==> config.mk <==
export PLATFORM = sky130hd
export DESIGN_NAME = asram_ctrl
export DESIGN_NICKNAME = d
export VERILOG_FILES = /design/src/rtl/asram_pkg.sv /design/src/rtl/asram_fsm.sv /design/src/rtl/asram_dp.sv /design/src/rtl/asram_ctrl.sv
export SDC_FILE = /design/constraint.sdc
export NUM_CORES = 1
export LEC_CHECK = 0
export BUFFER_PORTS_ARGS = -buffer_cell sky130_fd_sc_hd__clkbuf_2
export CORE_MARGIN = 10
export CORE_UTILIZATION = 35
export CTS_BUF_LIST = sky130_fd_sc_hd__clkbuf_2
export DETAILED_ROUTE_END_ITERATION = 10
export GPL_ROUTABILITY_DRIVEN = 0
export PLACE_DENSITY = 0.68
export SYNTH_ARGS = -nofsm -noshare
export SYNTH_HDL_FRONTEND = slang
export SYNTH_SLANG_ARGS = --single-unit
==> constraint.sdc <==
create_clock -name clk -period 4.1 [get_ports clk]
set_input_delay 0.205 -clock clk [delete_from_list [all_inputs] [get_ports clk]]
set_output_delay 0.205 -clock clk [all_outputs]
set_load 0.1 [all_outputs]
==> src/rtl/asram_pkg.sv <==
package asram_pkg;
  localparam int DATA_W = 16;
  localparam int LANES  = DATA_W / 8;

  typedef enum logic [2:0] {
    ST_IDLE, ST_READ, ST_WRITE, ST_HOLD, ST_TURN
  } ctrlState_t;

  // strobes passed from control to datapath
  typedef struct packed {
    logic latch;     // register the accepted request
    logic capture;   // sample read data this cycle
    logic zeroRead;  // answer a mask-00 read with zero
    logic chipOn;    // memory cycle in progress
    logic readOn;    // output enable phase
    logic writeOn;   // write enable pulse
    logic drive;     // controller owns the bus
  } ctrlStrobes_t;
endpackage

==> src/rtl/asram_fsm.sv <==
module asram_fsm
  import asram_pkg::*;
#(
  parameter int READ_WAIT = 2,
  parameter int WR_PULSE  = 2,
  parameter int TURN_IDLE = 1
) (
  input  logic         clk,
  input  logic         rstN,
  input  logic         reqValid,
  input  logic         reqWrite,
  input  logic [LANES-1:0] reqMask,
  output logic         reqReady,
  output ctrlStrobes_t strb
);
  localparam int MAXC  = (READ_WAIT > WR_PULSE) ?
                         ((READ_WAIT > TURN_IDLE) ? READ_WAIT : TURN_IDLE) :
                         ((WR_PULSE > TURN_IDLE) ? WR_PULSE : TURN_IDLE);
  localparam int CNT_W = $clog2(MAXC + 1);

  ctrlState_t state;
  logic [CNT_W-1:0] cnt;
  logic accept, anyLane, lastRead, lastWrite, lastTurn;

  assign reqReady  = (state == ST_IDLE);
  assign accept    = reqValid && reqReady;
  assign anyLane   = |reqMask;
  assign lastRead  = (cnt == CNT_W'(READ_WAIT - 1));
  assign lastWrite = (cnt == CNT_W'(WR_PULSE - 1));
  assign lastTurn  = (cnt == CNT_W'(TURN_IDLE - 1));

  always_ff @(posedge clk) begin
    if (!rstN) begin
      state <= ST_IDLE;
      cnt   <= '0;
    end else begin
      case (state)
        ST_IDLE: begin
          cnt <= '0;
          if (accept && anyLane) state <= reqWrite ? ST_WRITE : ST_READ;
        end
        ST_READ: begin
          cnt <= lastRead ? '0 : cnt + 1'b1;
          if (lastRead) state <= ST_TURN;
        end
        ST_WRITE: begin
          cnt <= lastWrite ? '0 : cnt + 1'b1;
          if (lastWrite) state <= ST_HOLD;
        end
        ST_HOLD: state <= ST_IDLE;
        ST_TURN: begin
          cnt <= lastTurn ? '0 : cnt + 1'b1;
          if (lastTurn) state <= ST_IDLE;
        end
        default: state <= ST_IDLE;
      endcase
    end
  end

  always_comb begin
    strb          = '0;
    strb.latch    = accept && anyLane;
    strb.zeroRead = accept && !anyLane && !reqWrite;
    strb.capture  = (state == ST_READ) && lastRead;
    strb.readOn   = (state == ST_READ);
    strb.writeOn  = (state == ST_WRITE);
    strb.chipOn   = (state == ST_READ) || (state == ST_WRITE) || (state == ST_HOLD);
    strb.drive    = (state == ST_WRITE) || (state == ST_HOLD);
  end

  // a real request takes the controller busy on the next cycle
  a_r10_busy_after_accept: assert property (@(posedge clk) disable iff (!rstN)
    (reqValid && reqReady && |reqMask) |=> !reqReady);
  // a mask-00 request leaves the controller idle
  a_r9_zero_mask_stays_idle: assert property (@(posedge clk) disable iff (!rstN)
    (reqValid && reqReady && !(|reqMask)) |=> reqReady);
  // turnaround follows the end of a read
  a_r8_turn_after_read: assert property (@(posedge clk) disable iff (!rstN)
    $fell(strb.readOn) |-> !reqReady && !strb.chipOn);
endmodule

==> src/rtl/asram_dp.sv <==
module asram_dp
  import asram_pkg::*;
#(
  parameter int ADDR_W = 16
) (
  input  logic              clk,
  input  logic              rstN,
  input  ctrlStrobes_t      strb,
  input  logic [ADDR_W-1:0] reqAddr,
  input  logic [DATA_W-1:0] reqWdata,
  input  logic [LANES-1:0]  reqMask,
  input  logic [DATA_W-1:0] memDqIn,
  output logic              rspValid,
  output logic [DATA_W-1:0] rspRdata,
  output logic [ADDR_W-1:0] memAddr,
  output logic              memChipEnN,
  output logic              memWrEnN,
  output logic              memOutEnN,
  output logic [LANES-1:0]  memLaneN,
  output logic [DATA_W-1:0] memDqOut,
  output logic              memDqOe
);
  logic [ADDR_W-1:0] addrQ;
  logic [DATA_W-1:0] dataQ, rdataQ, laneData;
  logic [LANES-1:0]  maskQ;
  logic              rspQ;

  for (genvar i = 0; i < LANES; i++) begin : g_lane
    assign laneData[8*i +: 8] = maskQ[i] ? memDqIn[8*i +: 8] : 8'h00;
    assign memLaneN[i]        = !(strb.chipOn && maskQ[i]);
  end

  always_ff @(posedge clk) begin
    if (!rstN) begin
      addrQ  <= '0;
      dataQ  <= '0;
      maskQ  <= '0;
      rdataQ <= '0;
      rspQ   <= 1'b0;
    end else begin
      if (strb.latch) begin
        addrQ <= reqAddr;
        dataQ <= reqWdata;
        maskQ <= reqMask;
      end
      rspQ <= strb.capture || strb.zeroRead;
      if (strb.capture)       rdataQ <= laneData;
      else if (strb.zeroRead) rdataQ <= '0;
    end
  end

  assign memAddr    = addrQ;
  assign memDqOut   = dataQ;
  assign memDqOe    = strb.drive;
  assign memChipEnN = !strb.chipOn;
  assign memWrEnN   = !strb.writeOn;
  assign memOutEnN  = !strb.readOn;
  assign rspValid   = rspQ;
  assign rspRdata   = rdataQ;

  // never drive while the memory output may be on
  a_r7_no_contention: assert property (@(posedge clk) disable iff (!rstN)
    memDqOe |-> memOutEnN);
  // everything holds in the cycle write enable rises
  a_r5_hold_after_we: assert property (@(posedge clk) disable iff (!rstN)
    $rose(memWrEnN) |-> !memChipEnN && memDqOe && $stable(memAddr)
                        && $stable(memDqOut) && $stable(memLaneN));
  // bus released one cycle later
  a_r5_release: assert property (@(posedge clk) disable iff (!rstN)
    $rose(memWrEnN) |=> !memDqOe);
  // the response is present when a read's output phase ends
  a_r3_rsp_at_read_end: assert property (@(posedge clk) disable iff (!rstN)
    $rose(memOutEnN) |-> rspValid);
  // write pulse always inside chip enable with output off
  a_r4_write_frame: assert property (@(posedge clk) disable iff (!rstN)
    !memWrEnN |-> !memChipEnN && memOutEnN);
endmodule

==> src/rtl/asram_ctrl.sv <==
module asram_ctrl
  import asram_pkg::*;
#(
  parameter int ADDR_W    = 16,
  parameter int READ_WAIT = 2,
  parameter int WR_PULSE  = 2,
  parameter int TURN_IDLE = 1
) (
  input  logic              clk,
  input  logic              rstN,
  input  logic              reqValid,
  output logic              reqReady,
  input  logic              reqWrite,
  input  logic [ADDR_W-1:0] reqAddr,
  input  logic [15:0]       reqWdata,
  input  logic [1:0]        reqMask,
  output logic              rspValid,
  output logic [15:0]       rspRdata,
  output logic [ADDR_W-1:0] memAddr,
  output logic              memChipEnN,
  output logic              memWrEnN,
  output logic              memOutEnN,
  output logic              memLowByteN,
  output logic              memHighByteN,
  output logic [15:0]       memDqOut,
  output logic              memDqOe,
  input  logic [15:0]       memDqIn
);
  ctrlStrobes_t strb;
  logic [LANES-1:0] laneN;

  asram_fsm #(.READ_WAIT(READ_WAIT), .WR_PULSE(WR_PULSE), .TURN_IDLE(TURN_IDLE)) u_fsm (
    .clk(clk), .rstN(rstN), .reqValid(reqValid), .reqWrite(reqWrite),
    .reqMask(reqMask), .reqReady(reqReady), .strb(strb)
  );

  asram_dp #(.ADDR_W(ADDR_W)) u_dp (
    .clk(clk), .rstN(rstN), .strb(strb), .reqAddr(reqAddr), .reqWdata(reqWdata),
    .reqMask(reqMask), .memDqIn(memDqIn), .rspValid(rspValid), .rspRdata(rspRdata),
    .memAddr(memAddr), .memChipEnN(memChipEnN), .memWrEnN(memWrEnN),
    .memOutEnN(memOutEnN), .memLaneN(laneN), .memDqOut(memDqOut), .memDqOe(memDqOe)
  );

  assign memLowByteN  = laneN[0];
  assign memHighByteN = laneN[1];

  // a lane strobe is only active inside chip enable
  a_r6_lane_in_chip: assert property (@(posedge clk) disable iff (!rstN)
    (!memLowByteN || !memHighByteN) |-> !memChipEnN);
endmodule

==> results of run 1 <==
cell usage after synthesis (2+ instances only):
library cell and instances:
nand2_1 3, buf_12 3, buf_2 3, dfxtp_1 56, a22o_1 16, ha_1 4, buf_4 2, clkbuf_1 10
inv_1 5, nor2_1 5, nand3_1 35, o21ai_1 10, buf_6 6, a21oi_1 37, nor4_1 2, a311oi_1 2
nor4bb_1 2, nand2b_1 3, o21ai_0 28, nor3_1 3
sequential cells by signal, summed over array words and instances (netlist names):
| signal | count |
|---|---|
| u_fsm.cnt | 2 |
| u_dp.memAddr | 16 |
| u_fsm.state | 3 |
| u_dp.memDqOut | 16 |
| u_dp.rspValid | 1 |
| u_dp.rspRdata | 16 |
| u_dp.maskQ | 2 |
area by class of cell:
class	count	area, sq um
inverters	6	30.0
fillers	591	3050
repair buffers	162	1070
well taps	77	96.3
clock inverters	3	47.5
multi-input cells	166	1020
flip-flops and latches	56	1120
diodes	1	2.50
clock buffers	5	25.0
path summary, 6_finish.rpt:
path	cells after the start	endpoint	slack [ps]	from
min	3	u_fsm.state[1]$_SDFFE_PN0P_	40	reqWrite
max reg2reg	6	u_dp.maskQ[1]$_SDFFE_PN0P_	1800	u_fsm.state[0]$_SDFFE_PN0P_
max	4	reqReady	1460	u_fsm.state[0]$_SDFFE_PN0P_
min reg2reg	2	u_dp.memDqOut[3]$_SDFFE_PN0P_	490	u_dp.memDqOut[3]$_SDFFE_PN0P_
metal layers:
metal	vias up	part of all wire	global-route usage
met5	-	0	0
met4	0	0.010	0.0358
met3	8	0.094	0.0567
met2	114	0.47	0.254
met1	1120	0.42	0.179
li1	1207	-	-
through the flow:
stage          total power [W]   util  cells
6_report               0.00129  0.528    476
4_1_cts                0.00131  0.527    475
3_3_place_gp          0.000973  0.439    417
2_1_floorplan         0.000926      -    252
3_5_place_dp          0.000977  0.439    417
5_1_grt                0.00136  0.528    476
critical path, stage by stage (launching register included):
cell,delay [ps]
dfxtp_1,550
or3_1,430
buf_4,250
inv_8,220
clkbuf_2,510
logic make-up (layout without fill, tap and decap cells):
| logic type | count (synthesis) | in the layout | share of synthesized area |
|---|---|---|---|
| AO/OA/AOI/OAI | 97 | 97 | 0.246 |
| adder cells (fa/ha/maj) | 5 | 5 | 0.0255 |
| buffers and inverters | 30 | 176 | 0.0954 |
| flip-flops | 56 | 56 | 0.475 |
| other | 0 | 1 | 0 |
| AND/OR/NAND/NOR | 64 | 64 | 0.158 |
power by group:
group | switching [W] | internal (W)
clock network | 0.000181 | 0.000106
logic | 0.000313 | 0.000101
registers | 0.0000205 | 0.000572
==> summary.md, run 1 <==
| Metric | Value |
|---|---|
| Status | `completed` |
| Final instance area | `0.00341 sq mm` |
| DRT antenna net count | `0` |
| Max-cap viol count | `0` |
| Clk_skew | `26.6 ps` |
| Hold Slack | `42.0 ps` |
| Synth cell types | `37` |
| Leak pwr | `1.47 nW` |
| Crit start category | `register` |
| Layout cells sized above 1 | `0.317` |
| DR pass1 iterations | `4` |
| Initial antenna violation count | `1` |
| Post_cts resized | `0` |
| Num CTS Buffers | `5` |
| Async SR Flop Fraction | `0` |
| CTS Buffer Depth | `2` |
| YS warnings | `0` |
| Worst-path fanout max | `35` |
| Fin. Hold Viols | `0` |
| HP Class | `primary input to register` |
| Share of the synthesized area in the top cell type | `0.475` |
| Worst-Margin Slew | `1170 ps` |
| Placeable Area | `0.00646 sq mm` |
| Post-DP HPWL | `5130 um` |
| Slew headroom | `0.220` |
| Final Cycle Share | `0.645` |
| Syn Std Cell Area | `0.00236 sq mm` |
| Final setup violation count | `0` |
| Worst endpoint required time | `3890 ps` |
| Gr ovfl total | `0` |
| Setup bufs post-CTS | `0` |
| IO buf count | `109` |
| Clock latency on the worst-skew pair | `440 ps` |
| Root Buffer | `clkbuf_2` |
| Detailed Route Iter0 Violations | `120` |
| Die H | `102 um` |
| Setup TNS | `0 ps` |
| Initial Utilization | `0.365` |
| Die ar. | `0.0104 sq mm` |
| Nets | `455` |
| Avg Cell Area, Syn | `9.36 sq um` |
| Clock-pin slew on the worst setup and hold paths | `300 ps` |
| Synth-to-Final Area Change | `44.4%` |
| Pwr per Cell Area | `379 mW/mm^2` |
| Post-route worst setup slack | `1460 ps` |
| Synthesized instance count | `252` |
| Vias in the first global route | `2533` |
| RSZ-0062 raised after global routing | `false` |
| #FFs+latches synth | `56` |
| Vias per cell | `5.14` |
| Post-Place Setup Slack | `2000 ps` |
| Maximum VDD drop | `0.147 mV` |
| Cts hold-fix bufs | `50` |
| Max Clk Rate | `378 MHz` |
| Critical path class | `register to output port` |
| Ys flop type | `dfxtp_1` |
| Row Count | `29` |
| CP arrival | `2440 ps` |
| Register area share after synthesis | `0.475` |
| First-pass GRT wire length | `13000 um` |
| Largest cells by area after synthesis | `dfxtp_1 48%, a21oi_1 7.8%, nand3_1 7.4%, a22o_1 5.9%, o21ai_0 5.9%` |
| Largest net degree at the start of global routing | `36` |
| Post-synthesis net count | `310` |
| H-Tree Level Count | `2` |
| CP Capture Type | `output port` |
| Final-report max-slew violation count | `0` |
| Placed inst area | `0.00283 sq mm` |
| Clock Sinks | `56` |
| Most frequent cells in the layout | `114 x clkbuf_2, 56 x dfxtp_1, 50 x dlygate4sd3_1, 37 x a21oi_1, 35 x nand3_1` |
| Min cycle time layout | `2640 ps` |
| Commonest non-fill, non-tap cell in the layout | `clkbuf_2` |
| DRT Wirelength | `8070 um` |
| Post-synth EDFFs | `0` |
| CTS tree | `built` |
| Post-DR wirelength/cell | `16.9 um` |
| Leading area contributor after synthesis | `dfxtp_1` |
| Chip Width | `102 um` |
| DRC errors left | `0` |
| Global-route usage over all layers | `0.151` |
| Vias post-DR | `2449` |
| I/O Pins | `110` |
Note: power is estimated with default switching activity, not from simulation.
==> run 2: changes to the inputs <==
==> constraint.sdc (replaced) <==
create_clock -name clk -period 2.49 [get_ports clk]
set_input_delay 0.1245 -clock clk [delete_from_list [all_inputs] [get_ports clk]]
set_output_delay 0.1245 -clock clk [all_outputs]
set_load 0.1 [all_outputs]
==> summary.md, run 2 (synthesis gave the netlist of run 1 again) <==
| Metric | Value |
|---|---|
| Sw Share | `0.413` |
| Clk_skew | `11.8 ps` |
| Setup TNS | `0 ps` |
| Gr ovfl total | `0` |
| Slew headroom | `0.523` |
| Post-route worst setup slack | `159 ps` |
| Fin. Hold Viols | `0` |
| Psw | `0.000842 W` |
| Post-DR wirelength/cell | `16.5 um` |
| Initial antenna violation count | `0` |
| Clock latency on the worst-skew pair | `430 ps` |
| Final setup violation count | `0` |
| CTS Buffer Depth | `2` |
| DRT Wirelength | `7940 um` |
| Post_cts resized | `0` |
| Critical path class | `register to register` |
| CP max stage delay | `670 ps` |
| Max-cap viol count | `0` |
| Pwr per Cell Area | `589 mW/mm^2` |
| Max Clk Rate | `429 MHz` |
| Placeable Area | `0.00646 sq mm` |
| Die ar. | `0.0104 sq mm` |
| Leak pwr | `1.49 nW` |
| Placed inst area | `0.00287 sq mm` |
| Crit start category | `register` |
| HP Class | `primary input to register` |
| Post-Place Setup Slack | `565 ps` |
| Final-report max-slew violation count | `0` |
| Global-route usage over all layers | `0.149` |
| CTS tree | `built` |
| I/O Pins | `110` |
| CP Capture Type | `register` |
| Maximum VDD drop | `0.324 mV` |
| Hold Slack | `83.5 ps` |
| Layout cells sized above 1 | `0.319` |
| CP arrival | `2720 ps` |
| DRC errors left | `0` |
| Chip Width | `102 um` |
| Num CTS Buffers | `5` |
| Worst-Margin Slew | `710 ps` |
| Largest net degree at the start of global routing | `36` |
| Die H | `102 um` |
| Row Count | `29` |
| Initial Utilization | `0.365` |
| Final Cycle Share | `0.936` |
| Share of total power in the clock network | `0.178` |
| Clock-pin slew on the worst setup and hold paths | `270 ps` |
| Setup bufs post-CTS | `0` |
| Vias per cell | `5.14` |
| Synth-to-Final Area Change | `46.5%` |
| Logic pwr share | `0.345` |
| Min cycle time layout | `2330 ps` |
| H-Tree Level Count | `2` |
| Worst-path fanout max | `35` |
| RSZ-0062 raised after global routing | `false` |
| DRT antenna net count | `0` |
| Clock Sinks | `56` |
| Worst endpoint required time | `2870 ps` |
| Slowest CP cell | `or3_1` |
| Vias post-DR | `2478` |
| DR pass1 iterations | `4` |
| Vias in the first global route | `2534` |
| Crit-path cells | `or3_1, inv_8, nand3_1, dlygate4sd3_1, a21oi_1` |
| Commonest non-fill, non-tap cell in the layout | `clkbuf_2` |
| Status | `completed` |
| Cts hold-fix bufs | `54` |
| Int Power | `0.00119 W` |
| IO buf count | `109` |
| Sequential share of power | `0.478` |
| First-pass GRT wire length | `12800 um` |
| Most frequent cells in the layout | `113 x clkbuf_2, 56 x dfxtp_1, 54 x dlygate4sd3_1, 37 x a21oi_1, 35 x nand3_1` |
| Final instance area | `0.00346 sq mm` |
| Post-DP HPWL | `5420 um` |
| Root Buffer | `clkbuf_2` |
| ANT cells | `0` |
| Nets | `462` |
| Detailed Route Iter0 Violations | `126` |
run 2: power groups by stage:
stage / clock network [W] / registers, W / logic (W)
floorplan: 0 / 0.00123 / 0.000294
global placement: 0 / 0.000987 / 0.000631
detailed placement: 0 / 0.000989 / 0.000634
CTS: 0.000381 / 0.000973 / 0.000703
global route: 0.000413 / 0.000980 / 0.000742
finish: 0.000362 / 0.000973 / 0.000702
run 2: worst paths after layout:
kind | depth (start not counted) | end | slack, ps | start
worst max-delay path | 5 | u_dp.maskQ[1]$_SDFFE_PN0P_ | 160 | u_fsm.state[0]$_SDFFE_PN0P_
worst min-delay path | 3 | u_fsm.state[0]$_SDFFE_PN0P_ | 80 | reqWrite
worst max register to register | 5 | u_dp.maskQ[1]$_SDFFE_PN0P_ | 160 | u_fsm.state[0]$_SDFFE_PN0P_
worst min register to register | 2 | u_dp.memDqOut[13]$_SDFFE_PN0P_ | 500 | u_dp.memDqOut[13]$_SDFFE_PN0P_
run 2: worst max-delay path: cells and delay by family (launching register included):
| kind | cells | cell delay [ps] |
|---|---|---|
| buf+inv | 2 | 840 |
| compound gates | 1 | 110 |
| flops | 1 | 560 |
| simple gates | 2 | 770 |
run 2: area by class of cell:
cell class / instances / area (sq um)
Inverter: 6 / 30.0
Clock buffer: 5 / 25.0
Fill cell: 603 / 3000
Sequential cell: 56 / 1120
Clock inverter: 3 / 21.3
Multi-Input combinational cell: 166 / 1020
Timing Repair Buffer: 169 / 1150
Tap cell: 77 / 96.3
run 2: through the flow:
step / utilization / instances / power (W)
finish: 0.535 / 482 / 0.00204
global route: 0.535 / 482 / 0.00213
CTS: 0.535 / 482 / 0.00206
detailed placement: 0.444 / 420 / 0.00162
global placement: 0.444 / 420 / 0.00162
floorplan: - / 252 / 0.00152
run 2: per-layer routing:
metal	vias to the layer above	global-route usage	wire (um)
met5	-	0	0
met3	4	0.0547	773
met4	0	0.0293	34
met2	107	0.250	3640
li1	1220	-	-
met1	1147	0.178	3490
